`config.mk`:
```
export PLATFORM = sky130hd
export DESIGN_NAME = hb_gate_seq
export DESIGN_NICKNAME = d
export VERILOG_FILES = /design/src/rtl/hbd_pkg.sv /design/src/rtl/hbd_supply_seq.sv /design/src/rtl/hbd_zcd.sv /design/src/rtl/hbd_overlap_fsm.sv /design/src/rtl/hb_gate_seq.sv
export SDC_FILE = /design/constraint.sdc
export NUM_CORES = 1
export LEC_CHECK = 0
export ABC_CLOCK_PERIOD_IN_PS = 2600
export CAP_MARGIN = 0
export CORE_ASPECT_RATIO = 1.2
export CORE_MARGIN = 8
export CORE_UTILIZATION = 45
export DETAILED_ROUTE_END_ITERATION = 8
export PLACE_DENSITY = 0.65
export SETUP_SLACK_MARGIN = 0.02
export SYNTH_ARGS = -nofsm -noshare
export SYNTH_HDL_FRONTEND = slang
export SYNTH_HIERARCHICAL = 1
export SYNTH_SLANG_ARGS = --single-unit
```
`constraint.sdc`:
```
create_clock -name clk -period 2.6 [get_ports clk]
set_input_delay 0.26 -clock clk [delete_from_list [all_inputs] [get_ports clk]]
set_output_delay 0.26 -clock clk [all_outputs]
set_load 0.05 [all_outputs]
```
`src/rtl/hbd_pkg.sv`:
```
package hbd_pkg;

    typedef enum logic [1:0] {
        LVL_LOW  = 2'b00,
        LVL_MID  = 2'b01,
        LVL_HIGH = 2'b10
    } lvl_e;

    typedef enum logic [2:0] {
        PH_IDLE    = 3'd0,
        PH_HS_WAIT = 3'd1,
        PH_HS      = 3'd2,
        PH_LS_WAIT = 3'd3,
        PH_LS      = 3'd4
    } phase_e;

    // Unused code 2'b11 collapses onto the mid level.
    function automatic lvl_e decode_lvl(input logic [1:0] code);
        case (code)
            2'b00:   return LVL_LOW;
            2'b10:   return LVL_HIGH;
            default: return LVL_MID;
        endcase
    endfunction

    function automatic int unsigned cnt_width(input int unsigned limit);
        return (limit < 1) ? 1 : $clog2(limit + 1);
    endfunction

endpackage

```
`src/rtl/hbd_supply_seq.sv`:
```
module hbd_supply_seq
    import hbd_pkg::*;
#(
    parameter int unsigned INIT_CYC = 1000
) (
    input  logic clk,
    input  logic rst,
    input  logic vcc_good,
    output logic ready,
    output logic pull_dn
);
    localparam int unsigned CW = cnt_width(INIT_CYC);

    generate
        if (INIT_CYC == 0) begin : g_no_init
            always_ff @(posedge clk) begin
                if (rst) ready <= 1'b0;
                else     ready <= vcc_good;
            end
        end else begin : g_init
            logic [CW-1:0] init_cnt;
            always_ff @(posedge clk) begin
                if (rst || !vcc_good) begin
                    init_cnt <= '0;
                    ready    <= 1'b0;
                end else if (!ready) begin
                    if (init_cnt == CW'(INIT_CYC - 1)) ready <= 1'b1;
                    else                               init_cnt <= init_cnt + 1'b1;
                end
            end
        end
    endgenerate

    assign pull_dn = !ready;

endmodule

```
`src/rtl/hbd_zcd.sv`:
```
module hbd_zcd
    import hbd_pkg::*;
#(
    parameter int unsigned BLANK_CYC = 18,
    parameter int unsigned DEB_CYC   = 4
) (
    input  logic clk,
    input  logic rst,
    input  logic clear,      // leave mid or disabled
    input  logic ls_active,  // sequencer holds the low side on
    input  logic ls_fb,
    input  logic mid_sel,
    input  logic zc_in,
    output logic zc_done
);
    localparam int unsigned BW = cnt_width(BLANK_CYC);
    localparam int unsigned DW = cnt_width(DEB_CYC);

    logic [BW-1:0] blank_cnt;
    logic [DW-1:0] deb_cnt;
    logic          blank_done;

    assign blank_done = (blank_cnt == BW'(BLANK_CYC));

    // Blanking window starts once the low-side gate is seen on.
    always_ff @(posedge clk) begin
        if (rst || !(ls_active && ls_fb)) blank_cnt <= '0;
        else if (!blank_done)             blank_cnt <= blank_cnt + 1'b1;
    end

    always_ff @(posedge clk) begin
        if (rst || clear) begin
            deb_cnt <= '0;
            zc_done <= 1'b0;
        end else if (mid_sel && blank_done && zc_in && !zc_done) begin
            if (deb_cnt == DW'(DEB_CYC - 1)) zc_done <= 1'b1;
            else                             deb_cnt <= deb_cnt + 1'b1;
        end else begin
            deb_cnt <= '0;
        end
    end

endmodule

```
`src/rtl/hbd_overlap_fsm.sv`:
```
module hbd_overlap_fsm
    import hbd_pkg::*;
#(
    parameter int unsigned DT_MIN_CYC = 3,
    parameter int unsigned FB_TO_CYC  = 25
) (
    input  logic   clk,
    input  logic   rst,
    input  logic   run,
    input  lvl_e   lvl,
    input  logic   zc_done,
    input  logic   hs_fb,
    input  logic   ls_fb,
    output phase_e phase,
    output logic   hs_cmd,
    output logic   ls_cmd
);
    localparam int unsigned TW = cnt_width(DT_MIN_CYC);
    localparam int unsigned WW = cnt_width(FB_TO_CYC);

    phase_e        ph_nx;
    logic [TW-1:0] dt_cnt;
    logic [WW-1:0] wd_cnt;
    logic          want_hs, want_ls, in_wait, other_fb, wd_exp, gate_ok, dt_done;

    assign want_hs  = (lvl == LVL_HIGH);
    assign want_ls  = (lvl == LVL_LOW) ||
                      ((lvl == LVL_MID) && !zc_done && (phase != PH_IDLE));
    assign in_wait  = (phase == PH_HS_WAIT) || (phase == PH_LS_WAIT);
    assign other_fb = (phase == PH_HS_WAIT) ? ls_fb : hs_fb;
    assign wd_exp   = (wd_cnt == WW'(FB_TO_CYC));
    assign gate_ok  = !other_fb || wd_exp;
    assign dt_done  = gate_ok && (dt_cnt == TW'(DT_MIN_CYC - 1));

    always_comb begin
        ph_nx = phase;
        case (phase)
            PH_IDLE: begin
                if (want_hs)      ph_nx = PH_HS_WAIT;
                else if (want_ls) ph_nx = PH_LS_WAIT;
            end
            PH_HS_WAIT: begin
                if (!want_hs)     ph_nx = want_ls ? PH_LS_WAIT : PH_IDLE;
                else if (dt_done) ph_nx = PH_HS;
            end
            PH_HS: begin
                if (!want_hs)     ph_nx = want_ls ? PH_LS_WAIT : PH_IDLE;
            end
            PH_LS_WAIT: begin
                if (want_hs)      ph_nx = PH_HS_WAIT;
                else if (!want_ls) ph_nx = PH_IDLE;
                else if (dt_done) ph_nx = PH_LS;
            end
            PH_LS: begin
                if (want_hs)      ph_nx = PH_HS_WAIT;
                else if (!want_ls) ph_nx = PH_IDLE;
            end
            default:              ph_nx = PH_IDLE;
        endcase
        if (!run) ph_nx = PH_IDLE;
    end

    always_ff @(posedge clk) begin
        if (rst) phase <= PH_IDLE;
        else     phase <= ph_nx;
    end

    // Wait-state timers restart on every phase change.
    always_ff @(posedge clk) begin
        if (rst || (ph_nx != phase) || !in_wait) begin
            dt_cnt <= '0;
            wd_cnt <= '0;
        end else begin
            if (other_fb && !wd_exp)   wd_cnt <= wd_cnt + 1'b1;
            if (gate_ok && !dt_done)   dt_cnt <= dt_cnt + 1'b1;
        end
    end

    assign hs_cmd = (phase == PH_HS);
    assign ls_cmd = (phase == PH_LS);

endmodule

```
`src/rtl/hb_gate_seq.sv`:
```
module hb_gate_seq
    import hbd_pkg::*;
#(
    parameter int unsigned INIT_CYC   = 1000,
    parameter int unsigned DT_MIN_CYC = 3,
    parameter int unsigned FB_TO_CYC  = 25,
    parameter int unsigned BLANK_CYC  = 18,
    parameter int unsigned DEB_CYC    = 4
) (
    input  logic       clk,
    input  logic       rst,
    input  logic [1:0] pwm_code,
    input  logic       en_in,
    input  logic       vcc_good,
    input  logic       hs_fb,
    input  logic       ls_fb,
    input  logic       zc_in,
    output logic       hs_cmd,
    output logic       ls_cmd,
    output logic       en_pull_dn
);
    lvl_e   lvl;
    phase_e phase;
    logic   ready, run, zc_done, zc_clear;

    assign lvl      = decode_lvl(pwm_code);
    assign run      = ready && en_in && vcc_good;
    assign zc_clear = !run || (lvl != LVL_MID);

    hbd_supply_seq #(.INIT_CYC(INIT_CYC)) u_supply (
        .clk      (clk),
        .rst      (rst),
        .vcc_good (vcc_good),
        .ready    (ready),
        .pull_dn  (en_pull_dn)
    );

    hbd_zcd #(.BLANK_CYC(BLANK_CYC), .DEB_CYC(DEB_CYC)) u_zcd (
        .clk       (clk),
        .rst       (rst),
        .clear     (zc_clear),
        .ls_active (phase == PH_LS),
        .ls_fb     (ls_fb),
        .mid_sel   (lvl == LVL_MID),
        .zc_in     (zc_in),
        .zc_done   (zc_done)
    );

    hbd_overlap_fsm #(.DT_MIN_CYC(DT_MIN_CYC), .FB_TO_CYC(FB_TO_CYC)) u_fsm (
        .clk     (clk),
        .rst     (rst),
        .run     (run),
        .lvl     (lvl),
        .zc_done (zc_done),
        .hs_fb   (hs_fb),
        .ls_fb   (ls_fb),
        .phase   (phase),
        .hs_cmd  (hs_cmd),
        .ls_cmd  (ls_cmd)
    );

endmodule

```
==> metrics.cfg, run 1 <==
[critical_path]
critPathSlowestCell=clkdlybuf4s50_1
critical-path-max-stage-delay_ns=0.83
crit_path_start=u_fsm/phase[2]
crit_end=ls_cmd
crit_path_start_kind=flip-flop
rr_worst_depth=7
crit_family=buffers and inverters
cp_num_cells=2
worstReg2RegStart=u_fsm/phase[2]
worst-setup-path-type=flip-flop to primary output
cp_max_fo=14
arrival_ns=1.95
path_buf_inv=1
cp_data_required_time_ns=2.34
worstReg2RegEnd=u_fsm/wd_cnt[1]
reg2reg_setup_slack_ns=0.40
crit_path_end_kind=primary output
crit_path_cell_trace=nor3b_1 > clkdlybuf4s50_1

[cts]
cts_setup_buffers=0
cts-root-buf=clkbuf_8
cts_hold_buffers=0
cts.clk_slew.worst_paths_ns=0.07
htreeDepth=2
cts_sinks=30
cts_buffers=5
cts_max_path_buffers=2
insertion_delay_ns=0.28
cts_tree=yes
cts_resized=0

[final_layout]
syn_to_final_growth_pct=16.2
multi_input_area_um2=1100
num-fill-cells=371
stdcell_area_um2=2030
drive_gt1_share_pct=10.6
final_nets=234
regArea_um2=601
diodes=0

[route]
drt_wl_total_mm=3.96
drtAntennaViolNets=0
drt_iter0_markers=82
dr_total_vias=1555
drc=0
routedWlPerCell_um=14.5
first_pass_iters=4
vias_per_cell=5.72

[place]
pre_cts_ws_ns=0.172
placed_area_um2=1940
place.gp.congestion=0.847
dp_hpwl_mm=2.88
io_buffer_count=11

[grt]
grt_pass1_vias=1513
grt_first_pass_wirelength_mm=6.72
grt_max_degree=15
antenna_found_initial=0
groute.usage.overall_pct=13.5
grt_overflow=0

[yosys]
yosys-top-cells-area=dfxtp_1 34%, ha_1 5.7%, nor2_1 4.9%, a21oi_1 4.3%, xnor2_1 3.0%
syn_inst=200
yosysWarnings=6
syn_area_per_cell_um2=8.75
synth-seq-cells=30
ys_types=52
syn_nets=217
ys_seq_area_share_pct=34.3
synth_top_cell_area_share_pct=34.3
synth_ff_type=dfxtp_1
synthArstFlopShare_pct=0
synth_edf_count=0
yosysTopAreaCell=dfxtp_1
syn_area_um2=1750

[die]
die_h_um=84.3
die_w_um=72.9
initial_core_util_pct=45.5
io_pins=12
rows=25
coreArea_um2=3850
die_area_um2=6150

[sta]
tns_ns=0
clock-skew-final_ns=0.00207
layout_setup_ws_ns=0.395
worstMarginPinSlew_ns=0.500
fmax_ghz=0.453
max_slew_margin_pct=66.5
setup_viol=0
finalHoldViolCount=0
min_period_over_period_pct=84.8
post-route-min-period_ns=2.21
report.final.slew_viol_count=0
grt_setup_unrepaired=no

[hold_path]
worstHoldPathType=flip-flop to flip-flop

[flow_run]
cap_viol_max_count=0

[power_and_ir_drop]
p_leak_uw=0.000699
p_per_area_nw_per_um2=455
peakVddDrop_uv=316

[status]
outcome=completed

## logic make-up after synthesis
| group | count (synthesis) | share of synthesized area (%) |
|---|---|---|
| AOI/OAI and AO/OA | 46 | 17.6 |
| xor gates and xnor gates | 11 | 5.50 |
| adders and majority gates | 8 | 5.72 |
| buffers and inverters | 13 | 2.86 |
| DFF | 30 | 34.3 |
| muxes | 3 | 1.79 |
| and+or+nand+nor | 89 | 32.2 |
## layer usage
layer / GRT usage (%) / part of all wire, % / wire length [um]
met5: 0 / 0 / 0
met4: 5.66 / 1.4 / 56
met3: 4.29 / 5.7 / 227
met2: 22.7 / 49 / 1960
met1: 15.0 / 43 / 1720
## worst min path at each step
stage | startpoint | to | slack [ns] | depth (start not counted)
2_1_floorplan | rst | u_zcd/zc_done | 0.33 | 1
3_3_place_gp | u_zcd/deb_cnt[2] | u_zcd/deb_cnt[2] | 0.47 | 2
3_5_place_dp | u_zcd/deb_cnt[2] | u_zcd/deb_cnt[2] | 0.48 | 2
4_1_cts | u_zcd/deb_cnt[2] | u_zcd/deb_cnt[2] | 0.50 | 2
5_1_grt | u_fsm/wd_cnt[4] | u_fsm/wd_cnt[4] | 0.53 | 2
6_report | u_zcd/deb_cnt[2] | u_zcd/deb_cnt[2] | 0.49 | 2
## worst reg2reg max path, cell delays in order (launching register included)
cell	delay [ns]
dfxtp_1	0.44
nor3b_2	0.37
o211ai_2	0.13
buf_4	0.19
and4_1	0.18
or4b_1	0.51
o211ai_2	0.16
nor2_1	0.10
## power by group
part	internal [uW]	total (uW)	switching (uW)
logic	27.6	56.0	28.4
clock network	212	397	185
registers	464	471	7.55
## synthesized netlist by cell type (4+ instances only)
cell type,n
dfxtp_1,30
ha_1,8
clkbuf_1,4
xor2_1,5
inv_1,8
o31ai_1,4
nor3_1,5
nand2_1,11
a21oi_1,15
or4_1,5
nor2_1,23
nand3b_1,4
o21ai_0,5
xnor2_1,6
a31oi_1,4
nand3_1,8
## per-stage QoR
step | util (%) | hold WS [ns] | total power (uW) | cells
3_3_place_gp | 50.4 | 0.466 | 534 | 264
5_1_grt | 52.8 | 0.533 | 956 | 272
4_1_cts | 52.8 | 0.495 | 938 | 272
6_report | 52.8 | 0.494 | 925 | 272
2_1_floorplan | - | 0.331 | 509 | 200
3_5_place_dp | 50.4 | 0.479 | 536 | 264
## area by class of cell
| type | instances | area share, % |
|---|---|---|
| tap | 54 | 3.32 |
| sequential | 30 | 29.5 |
| timing repair buffer | 15 | 6.89 |
| clock buffer | 6 | 4.06 |
| clock inverter | 2 | 0.615 |
| multi-input combinational | 157 | 54.1 |
| inverter | 8 | 1.48 |
## flip-flops by register name, indices dropped and copies added (netlist names)
register / count
u_supply/g_init.init_cnt: 10
u_fsm/wd_cnt: 5
u_zcd/blank_cnt: 5
u_fsm/phase: 3
u_zcd/deb_cnt: 3
u_fsm/dt_cnt: 2
u_supply/ready: 1
u_zcd/zc_done: 1
## layout by cell type (no fill, tap or decap), drive strengths merged, types with 4 or more instances in the layout
cell | netlist | layout
clkbuf | 4 | 6
o21ai | 5 | 5
o211ai | 4 | 4
nor2 | 23 | 23
dfxtp | 30 | 30
a31oi | 4 | 4
buf | 1 | 4
a21oi | 16 | 16
nand2 | 11 | 11
xnor2 | 6 | 6
nand3b | 5 | 5
ha | 8 | 8
nor3b | 4 | 4
clkdlybuf4s50 | 0 | 11
or4 | 5 | 5
nand3 | 8 | 8
o31ai | 4 | 4
xor2 | 5 | 5
nor3 | 6 | 6
inv | 8 | 8
No activity file was read; power rests on OpenSTA's default activity.
==> run 2, diff against run 1 <==
--- a/config.mk
+++ b/config.mk
@@ -5,13 +5,13 @@
 export SDC_FILE = /design/constraint.sdc
 export NUM_CORES = 1
 export LEC_CHECK = 0
-export ABC_CLOCK_PERIOD_IN_PS = 2600
+export ABC_CLOCK_PERIOD_IN_PS = 1780
 export CAP_MARGIN = 0
 export CORE_ASPECT_RATIO = 1.2
 export CORE_MARGIN = 8
 export CORE_UTILIZATION = 45
 export DETAILED_ROUTE_END_ITERATION = 8
-export PLACE_DENSITY = 0.65
+export PLACE_DENSITY = 0.67
 export SETUP_SLACK_MARGIN = 0.02
 export SYNTH_ARGS = -nofsm -noshare
 export SYNTH_HDL_FRONTEND = slang
==> constraint.sdc (replaced) <==
create_clock -name clk -period 1.78 [get_ports clk]
set_input_delay 0.178 -clock clk [delete_from_list [all_inputs] [get_ports clk]]
set_output_delay 0.178 -clock clk [all_outputs]
set_load 0.05 [all_outputs]
==> run 2 against run 1 <==
The flow now finishes with violations (setup timing); sequential cell count did not move; cell count grew 9.9%; clock power is 61% higher; first-iteration DRC count grew 6.1%; design area is 15% higher; critical endpoint is now u_fsm/dt_cnt[0].
==> metrics.cfg, run 2 (synthesis results as in run 1) <==
[status]
outcome=finished with violations
failed_checks=setup timing

[final_layout]
syn_to_final_growth_pct=33.1
regMostFlops=u_supply/g_init.init_cnt
drive_gt1_share_pct=27.3  ; +17 points
reg_top3=u_supply/g_init.init_cnt: 10 flops, u_fsm/wd_cnt: 5 flops, u_zcd/blank_cnt: 5 flops
mostFrequentLayoutCell=buf_4
diodes=0  ; unchanged
final_nets=261  ; +12%
final_cell_mix=32 x buf_4, 27 x dfxtp_1, 22 x nor2_1
layout.cells.non_filler=299  ; +9.9%
stdcell_area_um2=2330  ; +15%
largest_register_ffs=10  ; unchanged

[grt]
grtUsageMet1_pct=14.0  ; -1.0 points
antenna_found_initial=0  ; unchanged
grt_first_pass_wirelength_mm=6.48  ; -3.6%
grt_max_degree=13  ; -2
grt_overflow=0  ; unchanged
grt_use_met3_pct=3.93  ; -0.36 points
grt_pass1_vias=1513  ; unchanged
globalRoute.busiestLayer=met2
groute.usage.overall_pct=13.3  ; -0.16 points
grt_use_met2_pct=22.5  ; -0.16 points

[sta]
post-route-min-period_ns=1.95
finalHoldViolCount=0  ; unchanged
worstMarginPinSlew_ns=0.350  ; -0.150 ns
min_period_over_period_pct=109
max_slew_margin_pct=76.3  ; +9.8 points
clock-skew-final_ns=0.00357  ; +0.00150 ns
report.final.slew_viol_count=0  ; unchanged
whs_ns=0.475  ; -0.0190 ns
grt_setup_unrepaired=yes
setup_viol=7  ; +7
fmax_ghz=0.514
layout_setup_ws_ns=-0.166  ; -0.560 ns

[critical_path]
cp_max_fo=7  ; -7
crit_path_start_kind=flip-flop
crit_path_end_kind=flip-flop
arrival_ns=2.11  ; +0.16 ns
worst-setup-path-type=flip-flop to flip-flop
rr_worst_depth=6  ; -1
cp_data_required_time_ns=1.95  ; -0.39 ns

[route]
first_pass_iters=4  ; unchanged
drc=0  ; unchanged
drtAntennaViolNets=0  ; unchanged
routedWlPerCell_um=12.9  ; -12%
dr_total_vias=1607  ; +3.3%
vias_per_cell=5.37  ; -6.0%
drt_wl_total_mm=3.84  ; -2.9%
drt_iter0_markers=87  ; +6.1%

[place]
io_buffer_count=11  ; unchanged
placed_area_um2=2160  ; +12%
pre_cts_ws_ns=-0.426  ; -0.597 ns
dp.cells=288  ; +9.1%
place.gp.congestion=0.802  ; -5.3%
dp_hpwl_mm=2.86  ; -0.84%

[cts]
insertion_delay_ns=0.28  ; about the same
cts_tree=yes
cts.clk_slew.worst_paths_ns=0.06  ; about the same
cts-root-buf=clkbuf_8
cts_buffers=5  ; unchanged
htreeDepth=2  ; unchanged
cts_hold_buffers=0  ; unchanged
cts_sinks=30  ; unchanged
cts_max_path_buffers=2  ; unchanged

[die]
die_w_um=72.9  ; unchanged
initial_core_util_pct=45.5  ; unchanged
io_pins=12  ; unchanged
rows=25  ; unchanged
die_h_um=84.3  ; unchanged
die_area_um2=6150  ; unchanged
coreArea_um2=3850  ; unchanged

[hold_path]
holdPathStages=4  ; +2
worstHoldPathType=input port to flip-flop

[power_and_ir_drop]
peakVddDrop_uv=391  ; +24%
p_per_area_nw_per_um2=616  ; +35%
p_leak_uw=0.000878  ; +26%

[flow_run]
cap_viol_max_count=0  ; unchanged

-- run 2: cell count changes in the layout (fill, tap and decap cells not counted), sizes merged --
cell,delta
dlymetal6s2s,+1
clkdlybuf4s50,-4
buf,+30
clkinvlp,-1
clkbuf,+2
clkinv,-1
-- run 2: layout make-up --
class / count / area [um2]
flip-flops and latches: 30 / 604
well taps: 54 / 67.6
repair buffers: 42 / 354
clock buffers: 8 / 110
multi-input cells: 157 / 1160
inverters: 8 / 30.0
fillers: 360 / 1520
-- run 2: per-layer routing --
metal / part of all wire (%) / vias to the layer above
met5: 0 / -
met4: 1.7 / 0
met3: 2.9 / 5
met2: 52 / 13
met1: 43 / 761
li1: - / 828
-- run 2: worst max-delay path, stage by stage, from the launching register on --
cell	delay, ns
dfxtp_2	0.34
or4b_4	0.53
o211ai_4	0.11
a21oi_2	0.07
or4b_4	0.56
o211ai_4	0.14
nor2_1	0.08
-- run 2: what timing repair did --
action | CTS | global route
pin swaps | 7 | 3
resized for setup | 4 | 5
setup buffers | 3 | 0
setup endpoints to repair | 7 | 8
-- run 2: final timing paths --
kind	startpoint	to	slack (ns)
worst max-delay path	u_fsm/phase[2]	u_fsm/dt_cnt[0]	-0.17
worst min-delay path	ls_fb	u_zcd/blank_cnt[1]	0.47
worst max register to register	u_fsm/phase[2]	u_fsm/dt_cnt[0]	-0.17
worst min register to register	u_zcd/deb_cnt[2]	u_zcd/deb_cnt[2]	0.49
-- run 2: report_power, final --
group | internal, uW | switching, uW
Sequential | 678 | 10.6
Combinational | 59.2 | 47.1
Clock | 390 | 251
Total | 1130 | 309
-- run 2: metrics by stage --
step / setup TNS (ns) / power [uW] / util [%]
6_report: -1.07 / 1440 / 60.6
5_1_grt: -1.56 / 1500 / 60.6
3_3_place_gp: -3.08 / 802 / 56.2
2_1_floorplan: -0.789 / 745 / -
3_5_place_dp: -3.16 / 804 / 56.2
4_1_cts: -1.13 / 1460 / 60.2
